[config.mk]
export PLATFORM = sky130hd
export DESIGN_NAME = pwm_dual_cmp
export DESIGN_NICKNAME = d
export VERILOG_FILES = /design/src/rtl/pwm_pkg.sv /design/src/rtl/pwm_regs.sv /design/src/rtl/pwm_counter.sv /design/src/rtl/pwm_outstage.sv /design/src/rtl/pwm_flags.sv /design/src/rtl/pwm_dual_cmp.sv
export SDC_FILE = /design/constraint.sdc
export NUM_CORES = 1
export LEC_CHECK = 0
export BUFFER_PORTS_ARGS = -buffer_cell sky130_fd_sc_hd__buf_2
export CORE_MARGIN = 1
export CORE_UTILIZATION = 60
export CTS_CLUSTER_SIZE = 8
export DETAILED_ROUTE_END_ITERATION = 16
export PLACE_DENSITY = 0.87
export REMOVE_ABC_BUFFERS = 1
export SYNTH_ARGS = -nofsm -noshare
export SYNTH_HDL_FRONTEND = slang
export SYNTH_SLANG_ARGS = --single-unit
[constraint.sdc]
create_clock -name clk -period 2.8 [get_ports clk]
set_input_delay 0.14 -clock clk [delete_from_list [all_inputs] [get_ports clk]]
set_output_delay 0.14 -clock clk [all_outputs]
set_load 0.02 [all_outputs]
[src/rtl/pwm_pkg.sv]
package pwm_pkg;
  localparam int unsigned CNT_W = 16;

  typedef enum logic [1:0] {
    ADR_CTL = 2'd0,
    ADR_PER = 2'd1,
    ADR_DUT = 2'd2,
    ADR_STS = 2'd3
  } reg_adr_e;

  localparam int unsigned CTL_RUN = 0;
  localparam int unsigned CTL_POL = 1;
  localparam int unsigned CTL_OFF = 2;
  localparam int unsigned NFLAGS  = 2;
endpackage

[src/rtl/pwm_regs.sv]
module pwm_regs
  import pwm_pkg::*;
#(
  parameter int unsigned W = CNT_W
) (
  input  logic         clk,
  input  logic         rst_n,
  input  logic         wr_en,
  input  logic [1:0]   wr_addr,
  input  logic [W-1:0] wr_data,
  output logic         run,
  output logic         pol,
  output logic         off,
  output logic [W-1:0] per_val,
  output logic [W-1:0] dut_val
);
  always_ff @(posedge clk or negedge rst_n) begin
    if (!rst_n) begin
      run     <= 1'b0;
      pol     <= 1'b0;
      off     <= 1'b0;
      per_val <= '0;
      dut_val <= '0;
    end else if (wr_en) begin
      unique case (reg_adr_e'(wr_addr))
        ADR_CTL: begin
          run <= wr_data[CTL_RUN];
          pol <= wr_data[CTL_POL];
          off <= wr_data[CTL_OFF];
        end
        ADR_PER: per_val <= wr_data;
        ADR_DUT: dut_val <= wr_data;
        default: ;
      endcase
    end
  end
endmodule

[src/rtl/pwm_counter.sv]
module pwm_counter #(
  parameter int unsigned W = 16
) (
  input  logic         clk,
  input  logic         rst_n,
  input  logic         run,
  input  logic [W-1:0] per_val,
  input  logic [W-1:0] dut_val,
  output logic [W-1:0] cnt,
  output logic         hit_per,
  output logic         hit_dut
);
  assign hit_per = run && (cnt == per_val);
  assign hit_dut = run && (cnt == dut_val);

  always_ff @(posedge clk or negedge rst_n) begin
    if (!rst_n)       cnt <= '0;
    else if (hit_per) cnt <= '0;
    else if (run)     cnt <= cnt + 1'b1;
  end
endmodule

[src/rtl/pwm_outstage.sv]
module pwm_outstage (
  input  logic clk,
  input  logic rst_n,
  input  logic hit_per,
  input  logic hit_dut,
  input  logic pol,
  input  logic off,
  output logic lvl,
  output logic pin
);
  // lvl = 1 means active; the duty match has priority over the period match
  always_ff @(posedge clk or negedge rst_n) begin
    if (!rst_n)       lvl <= 1'b0;
    else if (hit_dut) lvl <= 1'b1;
    else if (hit_per) lvl <= 1'b0;
  end

  assign pin = (off || !lvl) ? ~pol : pol;
endmodule

[src/rtl/pwm_flags.sv]
module pwm_flags #(
  parameter int unsigned N = 2
) (
  input  logic         clk,
  input  logic         rst_n,
  input  logic [N-1:0] set_i,
  input  logic         clr_wr,
  input  logic [N-1:0] keep_bits,
  output logic [N-1:0] flags
);
  for (genvar i = 0; i < N; i++) begin : g_flag
    always_ff @(posedge clk or negedge rst_n) begin
      if (!rst_n)                       flags[i] <= 1'b0;
      else if (set_i[i])                flags[i] <= 1'b1;
      else if (clr_wr && !keep_bits[i]) flags[i] <= 1'b0;
    end
  end
endmodule

[src/rtl/pwm_dual_cmp.sv]
module pwm_dual_cmp
  import pwm_pkg::*;
#(
  parameter int unsigned W = CNT_W
) (
  input  logic         clk,
  input  logic         rst_n,
  input  logic         wr_en,
  input  logic [1:0]   wr_addr,
  input  logic [W-1:0] wr_data,
  output logic         pwm_out,
  output logic         flag_a,
  output logic         flag_b,
  output logic [W-1:0] count
);
  logic         run_q, pol_q, off_q, lvl_q;
  logic [W-1:0] per_q, dut_q, cnt_q;
  logic         hit_per, hit_dut;
  logic [NFLAGS-1:0] flg;
  logic         sts_wr;

  pwm_regs #(.W(W)) u_regs (
    .clk(clk), .rst_n(rst_n), .wr_en(wr_en), .wr_addr(wr_addr),
    .wr_data(wr_data), .run(run_q), .pol(pol_q), .off(off_q),
    .per_val(per_q), .dut_val(dut_q)
  );

  pwm_counter #(.W(W)) u_cnt (
    .clk(clk), .rst_n(rst_n), .run(run_q), .per_val(per_q),
    .dut_val(dut_q), .cnt(cnt_q), .hit_per(hit_per), .hit_dut(hit_dut)
  );

  pwm_outstage u_out (
    .clk(clk), .rst_n(rst_n), .hit_per(hit_per), .hit_dut(hit_dut),
    .pol(pol_q), .off(off_q), .lvl(lvl_q), .pin(pwm_out)
  );

  assign sts_wr = wr_en && (reg_adr_e'(wr_addr) == ADR_STS);

  pwm_flags #(.N(NFLAGS)) u_flg (
    .clk(clk), .rst_n(rst_n), .set_i({hit_dut, hit_per}),
    .clr_wr(sts_wr), .keep_bits(wr_data[NFLAGS-1:0]), .flags(flg)
  );

  assign flag_a = flg[0];
  assign flag_b = flg[1];
  assign count  = cnt_q;
endmodule

# Word-level counts from Yosys, hierarchy flattened
# Index checks and enable logic that the tools add are counted.
[op_classes] eq_ne=5 add_sub_neg=1 n_mux=9 n_reduce_logical=17 bitwise=1
[op_table] op="16-bit == test" count=2
[op_table] op="16-bit two-way mux" count=2
[op_table] op="16-bit by 1-bit adder with 16-bit output, second input constant" count=1
[op_table] op="2-bit nonzero test" count=4
[op_table] op="1-bit two-way mux" count=7
[op_table] op="2-bit AND reduction" count=3
[op_table] op="1-bit logical AND" count=5
[op_table] op="2-bit == test, second input constant" count=2
[op_table] op="1-bit zero test" count=3
[op_table] op="2-bit by 1-bit == test with 1-bit output, second input constant" count=1
[op_table] op="2-bit zero test" count=1
[op_table] op="1-bit logical OR" count=1
[op_table] op="1-bit NOT" count=1
[totals] inputBits=21 out_inout_bits=19 ff_bits=54 wordCells=42

# Depth between registers and ports, before layout
# Gate-level depths: netlist of run 1.
[logic_depth] depth_word=5 depth_mapped=7 ltp_nobuf=5

# Cells and area by module
# From an unflattened synthesis of run 1, not the netlist that was laid out.
[hier_totals] hier_cells=216 area_unflattened_um2=2821.5
[by_module_without_submodules] module="pwm_regs" n_inst=1 seq_area_each_um2=875.8 cells_per_inst=75 area_per_inst_um2=1420.1
[by_module_without_submodules] module="pwm_counter" n_inst=1 seq_area_each_um2=400.4 cells_per_inst=129 area_per_inst_um2=1257.5
[by_module_without_submodules] module="pwm_flags" n_inst=1 seq_area_each_um2=50.0 cells_per_inst=6 area_per_inst_um2=77.6
[by_module_without_submodules] module="pwm_outstage" n_inst=1 seq_area_each_um2=25.0 cells_per_inst=5 area_per_inst_um2=60.1
[by_module_without_submodules] module="pwm_dual_cmp" n_inst=1 seq_area_each_um2=0.0 cells_per_inst=1 area_per_inst_um2=6.3

# Least setup slack after synthesis of run 1
# No wires, ideal clock.
[synth_path] path_type="reg2reg" startpoint="register u_cnt.cnt[12]" endpoint="register u_cnt.cnt[6]" stages_incl_launch_ff=8 synth_period_minus_slack_ns=1.798 path_buffers=2 setup_ns=0.119 t_arrival_ns=1.679 slack_ns=1.002 required_ns=2.681 cell_sequence="dfrtp_1 -> buf_6 -> xor2_1 -> nor4_1 -> nand4_1 -> nor4_4 -> buf_6 -> nor2_1"
[synth_via] elab_chain_len=3 elab_cells_between_ends=4 classes_between="eq/ne (1); mux (1); reduce/logical (2)"
[synth_rtl] element="start, declared" line_no="pwm_counter.sv:9" rtl="output logic [W-1:0] cnt,"
[synth_rtl] element="start signal, assigned" line_no="pwm_counter.sv:19" rtl="else if (run) cnt <= cnt + 1'b1;"
[synth_rtl] element="16-bit == test (*)" line_no="pwm_counter.sv:13" rtl="assign hit_per = run && (cnt == per_val);"
[synth_rtl] element="1-bit logical AND (*)" line_no="pwm_counter.sv:13"
[synth_rtl] element="16-bit two-way mux / 2-bit nonzero test (equally long branches)"
# Every way passes the cells marked *; elsewhere a longest branch is shown, timed or not.
# A chain may end at the register's enable or synchronous reset.

# Final worst setup path of run 1
[layout_path] startpoint="register u_cnt.cnt[12]" endpoint="register u_cnt.cnt[0]"
# Same word-level chain as after synthesis.

==> results of run 1 <==
## worst reg2reg max path, delay by kind of cell (launching register included)
| family | cells | cell delay [ns] |
|---|---|---|
| flip-flops | 1 | 0.48 |
| AO/OA/AOI/OAI | 1 | 0.21 |
| XOR/XNOR | 1 | 0.18 |
| AND/OR/NAND/NOR | 3 | 1.15 |
## power by group through the flow
stage,Sequential [W],Clock [W],Combinational (W)
5_1_grt,0.00111,0.000540,0.000594
2_1_floorplan,0.00111,0,0.000337
3_5_place_dp,0.00110,0,0.000535
3_3_place_gp,0.00109,0,0.000523
4_1_cts,0.00108,0.000508,0.000547
6_report,0.00109,0.000498,0.000542
## placed cells by master (no fill, tap or decap), types with 3 or more instances in the layout
cell type | synthesis | layout
nand2b_1 | 3 | 3
nand4_1 | 9 | 9
nand3_1 | 9 | 9
nand2_1 | 7 | 7
buf_2 | 0 | 39
dfrtp_1 | 54 | 54
mux2_2 | 35 | 35
xor2_1 | 12 | 12
nor2_1 | 17 | 17
o21ai_0 | 4 | 4
and3_1 | 4 | 4
clkbuf_8 | 0 | 8
xnor2_1 | 35 | 35
## state kept, by name, summed over array words and instances (netlist names)
name            flops
u_cnt.cnt          16
u_regs.dut_val     16
u_regs.per_val     16
u_regs.pol          1
u_regs.run          1
u_flg.flags         2
u_out.lvl           1
u_regs.off          1
## final timing paths
path	endpoint	slack, ns	cells after the start
min in group asynchronous	u_regs.dut_val[7]	0.33	2
hold / removal	u_regs.per_val[10]	0.06	2
hold reg to reg	u_regs.off	0.52	1
setup reg to reg	u_cnt.cnt[0]	0.62	5
max in group asynchronous	u_cnt.cnt[6]	1.80	3
setup / recovery	u_cnt.cnt[0]	0.62	5
## logic make-up (layout without fill, tap and decap cells)
| family | count (synthesis) | count (layout) | synth area share [%] |
|---|---|---|---|
| mux | 35 | 35 | 15.3 |
| simple gates | 59 | 59 | 12.3 |
| flops | 54 | 54 | 52.6 |
| buf+inv | 11 | 52 | 2.19 |
| compound gates | 5 | 5 | 1.02 |
| fa+ha+maj | 1 | 1 | 0.487 |
| xor+xnor | 47 | 47 | 16.0 |
## per-stage QoR
step                hold WS (ns)  power [W]  setup WS (ns)  utilization (%)
detailed placement         0.149    0.00163          0.667             68.8
floorplan                 -0.156    0.00145          0.889                -
CTS                       0.0601    0.00214          0.636             71.8
global placement           0.151    0.00161          0.748             68.8
global route              0.0622    0.00224          0.447             71.8
finish                    0.0618    0.00213          0.624             71.8
## layout make-up
type | count | area share [%]
clock buffer | 8 | 3.78
inverter | 2 | 0.258
timing repair buffer | 42 | 7.56
tap | 50 | 2.15
sequential | 54 | 46.4
multi-input combinational | 147 | 39.9
## per-layer routing
| layer | GRT usage [%] | vias up | wire length, um |
|---|---|---|---|
| li1 | - | 803 | - |
| met1 | 35.6 | 837 | 2330 |
| met2 | 40.4 | 38 | 2320 |
| met3 | 4.56 | 9 | 170 |
| met4 | 9.57 | 0 | 104 |
| met5 | 0 | - | 0 |
## repair_timing
action | 4_1_cts | 5_1_grt
hold buffers | 1 | 0
hold endpoints to repair | 22 | 0
buffers inserted | 0 | 0
setup endpoints to repair | 0 | 0
==> summary.md, run 1 <==
| Metric | Value |
|---|---|
| Status | completed |
| Worst Setup SP | u_cnt.cnt[12] |
| Detailed Route WL | 4920 um |
| Asr flop ratio synth | 100% |
| Net Sw Frac | 32.0% |
| Synth area leaders | dfrtp_1 (53%), mux2_2 (15%), xnor2_1 (12%) |
| Placement Cell Area | 2790 sq um |
| Final setup vio count | 0 |
| RSZ-0062 raised after global routing | false |
| Logic pwr share | 25.5% |
| Synth Register Bits | 54 |
| Clock buffer depth | 2 |
| Synth Area per Inst | 12.1 sq um |
| Pin count of the biggest net entering global routing | 25 |
| Clk Latency, worst-skew pair | 0.31 ns |
| Initial antenna violation count | 0 |
| Slew at the pin closest to its max-slew limit | 0.928 ns |
| Crit path max fanout | 18 |
| Routed len/inst | 16.3 um |
| Placed insts | 294 |
| Post-Synthesis Cells | 212 |
| Library cells used by synthesis | 23 |
| Die X-Extent | 67.4 um |
| GR Overflow Total | 0 |
| Worst Min Path Start | wr_data[10] |
| Commonest cells in the netlist | dfrtp_1 (54), mux2_2 (35), xnor2_1 (35) |
| Internal power | 0.00145 W |
| Starting Density | 63.3% |
| DR iter-0 viols | 129 |
| Layout area overhead | 13.4% |
| Flip-flop and latch area | 1350 sq um |
| Crit path capture type | flop |
| FMAX | 460 MHz |
| Row cnt | 23 |
| Core Area | 4060 sq um |
| Clock transition at path regs | 0.09 ns |
| Ant diodes | 0 |
| Filler cell count | 314 |
| Switch Pwr | 0.000679 W |
| Post-synth EDFFs | 0 |
| Main synth FF type | dfrtp_1 |
| Final HPWL DP | 3500 um |
| GPL Wtd Cong | 0.803 |
| Drt drc | 0 |
| WP data arrival | 2.33 ns |
| Total Routing Usage GR | 25.7% |
| Skew final | 0.00768 ns |
| Fin area | 2910 sq um |
| IO Pins | 40 |
| First-pass GRT wire length | 8410 um |
| CP cell instances | xor2_1 > nor4_1 > nand4_1 > nor4_4 > o21ai_0 |
| Maximum vdd drop | 0.447 mV |
| Sequential Power Share | 51.1% |
| Fin nets | 274 |
| Clock power share | 23.4% |
| Drt first pass iters | 4 |
| Cts repair resizes | 0 |
| Number of global-route vias before repair | 1728 |
| Final slew viol count | 0 |
| Final antenna-violating net count | 0 |
| Crit path buf inv count | 0 |
| Total negative slack | 0 ns |
| Full die area | 4550 sq um |
| Static Leak | 1.32 nW |
| TritonCTS Buffers | 5 |
| Die H | 67.4 um |
| Clk root buf | clkbuf_8 |
| Pwr dens | 730 nW/um^2 |
| CP delay by family, top | simple AND/OR/NAND/NOR gates |
| Share of cells above drive strength 1 | 33.6% |
| Largest stage delay on the critical path | 0.70 ns |
| Worst r2r src | u_cnt.cnt[12] |
| Most common cell in the netlist | dfrtp_1 |
| Max-cap check violation count | 0 |
| Htree depth | 2 |
| Min-Delay Path Class | input port to flop |
| DR vias/cell | 5.57 |
| Minimum clock period | 2.18 ns |
| Tcrit/Tclk final | 77.7% |
| WP data required | 2.96 ns |
| CTS tree | yes |
| Startpoint Class | flop |
| Register area share after synthesis | 52.6% |
| Crit-path slowest cell | nor4_4 |
| Clock sinks | 54 |
| Area occupied by multi-input gates | 1160 sq um |
| # port buffers | 39 |
| Yosys top cell area share | 52.6% |
| Netlist Area Pre-Place | 2570 sq um |
| Max_slew headroom | 37.9% |
| Ys Warns | 0 |
| Synth area leader | dfrtp_1 |
| Fin. Hold Viols | 0 |
| Via count | 1687 |
| CP Class | flop to flop |
| Final non-filler cell total | 303 |
Note: power is estimated with default switching activity, not from simulation.
==> run 2: changes to the inputs <==
ABC_AREA = 1   (was default)
CORE_UTILIZATION = 52   (was 60)
PLACE_DENSITY = 0.79   (was 0.87)
clock period = 1.86 ns   (was 2.8 ns; I/O delays follow)
==> run 2 against run 1 <==
  * Flip-flop and latch count stayed put
  * Cell area is 16% higher
  * Sequential power grew 44%
  * Routed wire length rose by 36%
  * Synthesized area increased by 16%
  * First-iteration DRC count grew 15%
  * Sequential share of layout area down 6.4 points
  * Synthesized cell count grew 99%
  * Largest cell class unchanged
==> summary.md, run 2 <==
| Metric | Value |
|---|---|
| Hold Path Cell Cnt | 3 (+1) |
| Biggest registers after layout | u_cnt.cnt (16), u_regs.dut_val (16), u_regs.per_val (16) |
| Status | completed |
| Min-Delay Path Class | input port to flop |
| Pwr dens | 942 nW/um^2 (+29%) |
| RSZ-0062 raised after global routing | false |
| Detailed Route WL | 6700 um (+36%) |
| Final slew viol count | 0 (unchanged) |
| Most frequent cells in the layout | nand2_1 (143), inv_1 (75), dfrtp_1 (54) |
| Maximum vdd drop | 0.498 mV (+11%) |
| Starting Density | 54.1% (-9.2 points) |
| Number of global-route vias before repair | 2476 (+43%) |
| Ant diodes | 0 (unchanged) |
| CP Class | flop to flop |
| Clk root buf | clkbuf_8 |
| Worst R2R Path Depth | 8 (+3) |
| Drt drc | 0 (unchanged) |
| WP data required | 2.07 ns (-0.89 ns) |
| Pin count of the biggest net entering global routing | 33 (+32%) |
| Met3 wire len | 314 um (+85%) |
| Yosys top cell area share | 45.4% (-7.2 points) |
| Minimum clock period | 1.67 ns (-0.507 ns) |
| Tcrit/Tclk final | 89.7% (+12 points) |
| IO Pins | 40 (unchanged) |
| Wire length on met2 | 3060 um (+32%) |
| Fin nets | 487 (+78%) |
| Drt first pass iters | 4 (unchanged) |
| First-pass GRT wire length | 11700 um (+39%) |
| CTS tree | yes |
| Synth area leader | dfrtp_1 |
| Clock buffer depth | 2 (unchanged) |
| Commonest non-fill, non-tap cell in the layout | nand2_1 |
| Max layer used | met4 |
| Routed met1 length | 3280 um (+41%) |
| Via count | 2627 (+56%) |
| Placement Cell Area | 3270 sq um (+17%) |
| Worst R2R Setup Slack | 0.19 ns (-0.43 ns) |
| WP data arrival | 1.88 ns (-0.45 ns) |
| Final antenna-violating net count | 0 (unchanged) |
| Row cnt | 27 (+17%) |
| Total Routing Usage GR | 24.6% (-1.1 points) |
| Slew at the pin closest to its max-slew limit | 0.643 ns (-0.286 ns) |
| Synth Area per Inst | 7.07 sq um (-42%) |
| Die X-Extent | 77.7 um (+15%) |
| Clk Latency, worst-skew pair | 0.31 ns (about the same) |
| Register area share after synthesis | 45.4% (-7.2 points) |
| Cts repair resizes | 0 (unchanged) |
| FMAX | 599 MHz (+30%) |
| Fin area | 3380 sq um (+16%) |
| Layout area overhead | 13.4% (about the same) |
| Crit path max fanout | 8 (-10) |
| Share of cells above drive strength 1 | 13.7% (-20 points) |
| Commonest cells in the netlist | nand2_1 (143), inv_1 (75), dfrtp_1 (54) |
| Worst Min Path Start | wr_data[1] |
| Die H | 77.7 um (+15%) |
| Routed len/inst | 12.5 um (-23%) |
| Clock transition at path regs | 0.10 ns (about the same) |
| Core Area | 5510 sq um (+36%) |
| Initial antenna violation count | 0 (unchanged) |
| Max_slew headroom | 57.1% (+19 points) |
| Htree depth | 2 (unchanged) |
| DR vias/cell | 4.88 (-12%) |
| Synth Register Bits | 54 (unchanged) |
| GR Overflow Total | 0 (unchanged) |
| Skew final | 0.00265 ns (-0.00503 ns) |
| TritonCTS Buffers | 5 (unchanged) |
| Static Leak | 1.99 nW (+51%) |
| RR Endpoint | u_cnt.cnt[14] |
| Fin. Hold Viols | 0 (unchanged) |
| Max-cap check violation count | 0 (unchanged) |
| Hold path endpoint | u_flg.flags[1] |
| Worst r2r src | u_cnt.cnt[1] |
| Main synth FF type | dfrtp_1 |
| # port buffers | 39 (unchanged) |
| Post-Synthesis Cells | 421 (+99%) |
| Library cells used by synthesis | 24 (+4.3%) |
| Filler cell count | 521 (+66%) |
| Asr flop ratio synth | 100% (unchanged) |
| Crit path capture type | flop |
| Synth area leaders | dfrtp_1 (45%), nand2_1 (18%), inv_1 (9.5%) |
| Final HPWL DP | 5050 um (+44%) |
| Clock sinks | 54 (unchanged) |
| Most common cell in the netlist | nand2_1 |
| Final setup vio count | 0 (unchanged) |
| GPL Wtd Cong | 0.887 (+10%) |
| Full die area | 6030 sq um (+33%) |
| Total negative slack | 0 ns (unchanged) |
| DR iter-0 viols | 148 (+15%) |
| Netlist Area Pre-Place | 2980 sq um (+16%) |
| Startpoint Class | flop |
| Post-synth EDFFs | 0 (unchanged) |
| Ys Warns | 0 (unchanged) |
==> run 2: cell types whose count changed in the layout (fill, tap and decap cells not counted), sizes merged, moves of 7 or more <==
cell / change
inv: +79
mux2: -35
nand2: +138
nand3: +7
nor2: +19
o21ai: +39
xnor2: -28
==> run 2: logic make-up after synthesis <==
family                     share of synthesized area (%)
and+or+nand+nor                                     29.5
buffers and inverters                               11.4
DFF                                                 45.4
AOI/OAI and AO/OA                                   7.77
xor gates and xnor gates                            5.59
adders and majority gates                          0.420
==> run 2: worst max-delay path by stage <==
stage                     cells past startpoint            end  slack (ns)         start
after CTS                                     8  u_cnt.cnt[14]        0.18  u_cnt.cnt[1]
after detailed placement                      8  u_cnt.cnt[14]        0.20  u_cnt.cnt[1]
after floorplan                               8  u_cnt.cnt[14]        0.26  u_cnt.cnt[1]
after global routing                          8  u_cnt.cnt[14]        0.04  u_cnt.cnt[1]
final                                         8  u_cnt.cnt[14]        0.19  u_cnt.cnt[1]
after global placement                        8  u_cnt.cnt[14]        0.23  u_cnt.cnt[1]
==> run 2: through the flow <==
step	power, W	cells	setup slack (ns)	hold slack [ns]	utilization (%)
floorplan	0.00222	413	0.263	-0.203	-
global placement	0.00250	529	0.226	0.140	59.5
detailed placement	0.00252	529	0.202	0.152	59.5
CTS	0.00321	538	0.185	0.0223	61.3
global route	0.00344	538	0.0429	0.0403	61.3
finish	0.00318	538	0.191	0.0293	61.3
==> run 2: routing by layer <==
| layer | global-route usage (%) | vias to the layer above |
|---|---|---|
| met5 | 0 | - |
| met4 | 6.04 | 0 |
| met3 | 3.53 | 4 |
| met2 | 38.5 | 60 |
| met1 | 35.8 | 1206 |
| li1 | - | 1357 |
==> run 2: critical path: stages (launching register included) <==
cell and delay [ns]:
dfrtp_1 0.48, ha_1 0.21, nand2_1 0.07, nor3_1 0.40
nand3_1 0.15, nor2_1 0.12, nand2_1 0.05, nand2_1 0.05
nor2_1 0.03
==> run 2: what timing repair did <==
item                      in CTS  in global routing
hold endpoints to repair      26                  0
hold buffers                   1                  0
setup buffers                  0                  0
==> run 2: cell type report <==
type / instances / area (sq um) / area share (%)
flip-flops and latches: 54 / 1350 / 40.0
multi-input cells: 279 / 1290 / 38.1
inverters: 80 / 300 / 8.89
clock inverters: 3 / 25.0 / 0.741
well taps: 72 / 90.1 / 2.67
clock buffers: 5 / 68.8 / 2.04
repair buffers: 45 / 255 / 7.56
==> run 2: report_power, final <==
| group | total (W) | switching (W) | internal, W | leakage, nW |
|---|---|---|---|---|
| clock | 0.000681 | 0.000408 | 0.000273 | 0.0447 |
| sequential | 0.00157 | 0.000218 | 0.00136 | 0.693 |
| combinational | 0.000927 | 0.000563 | 0.000364 | 1.26 |
| total | 0.00318 | 0.00119 | 0.00199 | 1.99 |
==> run 3: changes to the inputs <==
CORE_UTILIZATION = 40   (was 52)
PLACE_DENSITY = 0.64   (was 0.79)
clock period = 1.4 ns   (was 1.86 ns; I/O delays follow)
==> run 3 against run 2 <==
  * The flow now finishes with violations (setup timing)
  * Register-to-register slack got worse by 0.24 ns
  * Flip-flop and latch count unchanged
  * Clock skew up 0.0024 ns
  * Clock power increased by 20%
  * Core utilization fell by 9.1 points
  * Routed wire length grew 7.9%
  * First-iteration DRC count is 12% higher
  * Power grew 42%
  * Global-route usage shrank 4.6 points
==> summary.md, run 3 (synthesis results as in run 2) <==
| Metric | Value |
|---|---|
| Final slew viol count | 0 (unchanged) |
| Worst r2r src | u_cnt.cnt[0] |
| RSZ-0062 raised after global routing | true |
| Starting Density | 41.3% (-13 points) |
| TritonCTS Buffers | 5 (unchanged) |
| Clock sinks | 54 (unchanged) |
| Hold Path Cell Cnt | 3 (unchanged) |
| CP Capture Point | u_cnt.cnt[14] |
| IO Pins | 40 (unchanged) |
| # port buffers | 39 (unchanged) |
| Skew final | 0.00501 ns (+0.00236 ns) |
| DR iter-0 viols | 166 (+12%) |
| Dpl ws | -0.172 ns (-0.374 ns) |
| Status | finished, violations left |
| Max-cap check violation count | 0 (unchanged) |
| Final setup vio count | 14 (+14) |
| Clock transition at path regs | 0.09 ns (about the same) |
| DR vias/cell | 4.48 (-8.3%) |
| Total negative slack | -0.228 ns (-0.228 ns) |
| Initial antenna violation count | 0 (unchanged) |
| Share of cells above drive strength 1 | 24.0% (+10 points) |
| Clock buffer depth | 2 (unchanged) |
| GPL Wtd Cong | 0.855 (-3.6%) |
| Drt drc | 0 (unchanged) |
| Detailed Route WL | 7230 um (+7.9%) |
| Core Area | 7210 sq um (+31%) |
| Drt first pass iters | 4 (unchanged) |
| WP data required | 1.60 ns (-0.47 ns) |
| Clk root buf | clkbuf_8 |
| Layout area overhead | 26.5% |
| Worst setup margin | -0.0482 ns (-0.239 ns) |
| Tcrit/Tclk final | 103% (+14 points) |
| RR Endpoint | u_cnt.cnt[14] |
| Final HPWL DP | 5440 um (+7.8%) |
| CTS tree | yes |
| Max_slew headroom | 78.7% (+22 points) |
| Total Routing Usage GR | 20.0% (-4.6 points) |
| Via count | 2701 (+2.8%) |
| WP data arrival | 1.65 ns (-0.23 ns) |
| Failing checks | setup timing |
| Min-Delay Path Class | input port to flop |
| Worst R2R Path Depth | 9 (+1) |
| Row cnt | 31 (+15%) |
| Fin. Hold Viols | 0 (unchanged) |
| Worst Setup SP | u_cnt.cnt[0] |
| Crit path capture type | flop |
| Static Leak | 2.20 nW (+10%) |
| Final antenna-violating net count | 0 (unchanged) |
| First-pass GRT wire length | 11900 um (+1.7%) |
| Pin count of the biggest net entering global routing | 55 (+67%) |
| GR Overflow Total | 0 (unchanged) |
| Fin nets | 526 (+8.0%) |
| Slew at the pin closest to its max-slew limit | 0.320 ns (-0.323 ns) |
| Clk Latency, worst-skew pair | 0.30 ns (about the same) |
| Filler cell count | 734 (+41%) |
| Crit path max fanout | 4 (-4) |
| Number of global-route vias before repair | 2449 (-1.1%) |
| Maximum vdd drop | 0.525 mV (+5.4%) |
| Die X-Extent | 88.3 um (+14%) |
| CP Class | flop to flop |
| Routed len/inst | 12.0 um (-3.8%) |
| Worst R2R Setup Slack | -0.05 ns (-0.24 ns) |
| Htree depth | 2 (unchanged) |
| Biggest registers after layout | u_cnt.cnt (16), u_regs.dut_val (16), u_regs.per_val (16) |
| Ant diodes | 0 (unchanged) |
| Startpoint Class | flop |
| Pwr dens | 1200 nW/um^2 (+28%) |
| Minimum clock period | 1.45 ns (-0.221 ns) |
| Hold_ws | 0.0222 ns (-0.00710 ns) |
| Full die area | 7790 sq um (+29%) |
| Most frequent cells in the layout | nand2_1 (140), inv_1 (74), dfrtp_1 (51) |
| Commonest non-fill, non-tap cell in the layout | nand2_1 |
| FMAX | 691 MHz (+15%) |
| Die H | 88.3 um (+14%) |
[run 3: worst min-delay path by stage]
stage                         to       start  slack, ns
5_1_grt        u_regs.per_val[6]  wr_data[6]       0.02
3_3_place_gp        u_cnt.cnt[0]       rst_n       0.09
4_1_cts           u_flg.flags[1]  wr_data[1]       0.02
3_5_place_dp   u_regs.dut_val[3]       rst_n       0.09
6_report          u_flg.flags[1]  wr_data[1]       0.02
2_1_floorplan       u_cnt.cnt[0]       rst_n      -0.23
[run 3: final cells by class]
type | count | area [sq um] | area share, %
Sequential cell | 54 | 1360 | 36.0
Timing Repair Buffer | 84 | 552 | 14.7
Clock buffer | 7 | 76.3 | 2.03
Multi-Input combinational cell | 279 | 1360 | 36.1
Tap cell | 99 | 124 | 3.29
Inverter | 80 | 300 | 7.97
[run 3: critical path: stages (launching register included)]
cell	delay (ns)
dfrtp_1	0.40
ha_2	0.20
nand2_2	0.07
nor3_2	0.19
buf_4	0.16
nand3_2	0.07
nor2_1	0.10
nand2_1	0.05
nand2_1	0.06
nor2_1	0.04
[run 3: timing repair]
item | CTS | global route
hold buffers | 1 | 0
endpoints found under the setup margin | 18 | 19
endpoints found under the hold margin | 54 | 0
resized for setup | 9 | 15
pin swaps | 4 | 1
setup buffers | 3 | 0
[run 3: metrics by stage]
stage / total power (W) / util [%] / std cells / area [sq um]
6_report: 0.00453 / 52.2 / 603 / 3770
5_1_grt: 0.00490 / 52.2 / 603 / 3770
4_1_cts: 0.00451 / 51.5 / 603 / 3720
3_5_place_dp: 0.00362 / 49.6 / 592 / 3580
3_3_place_gp: 0.00359 / 49.6 / 592 / 3580
2_1_floorplan: 0.00295 / - / 413 / 2940
[run 3: per-layer routing]
metal  part of all wire (%)  up-vias  wire [um]  track usage [%]
li1                       -     1440          -                -
met1                     51     1197       3710             30.3
met2                     43       54       3110             29.8
met3                    3.8       10        272             2.80
met4                    2.0        0        141             5.57
met5                      0        -          0                0
[run 3: report_power, final]
part           internal [W]  total [W]  switching (W)
clock network      0.000346   0.000820       0.000474
logic              0.000759    0.00168       0.000918
registers           0.00181    0.00203       0.000228
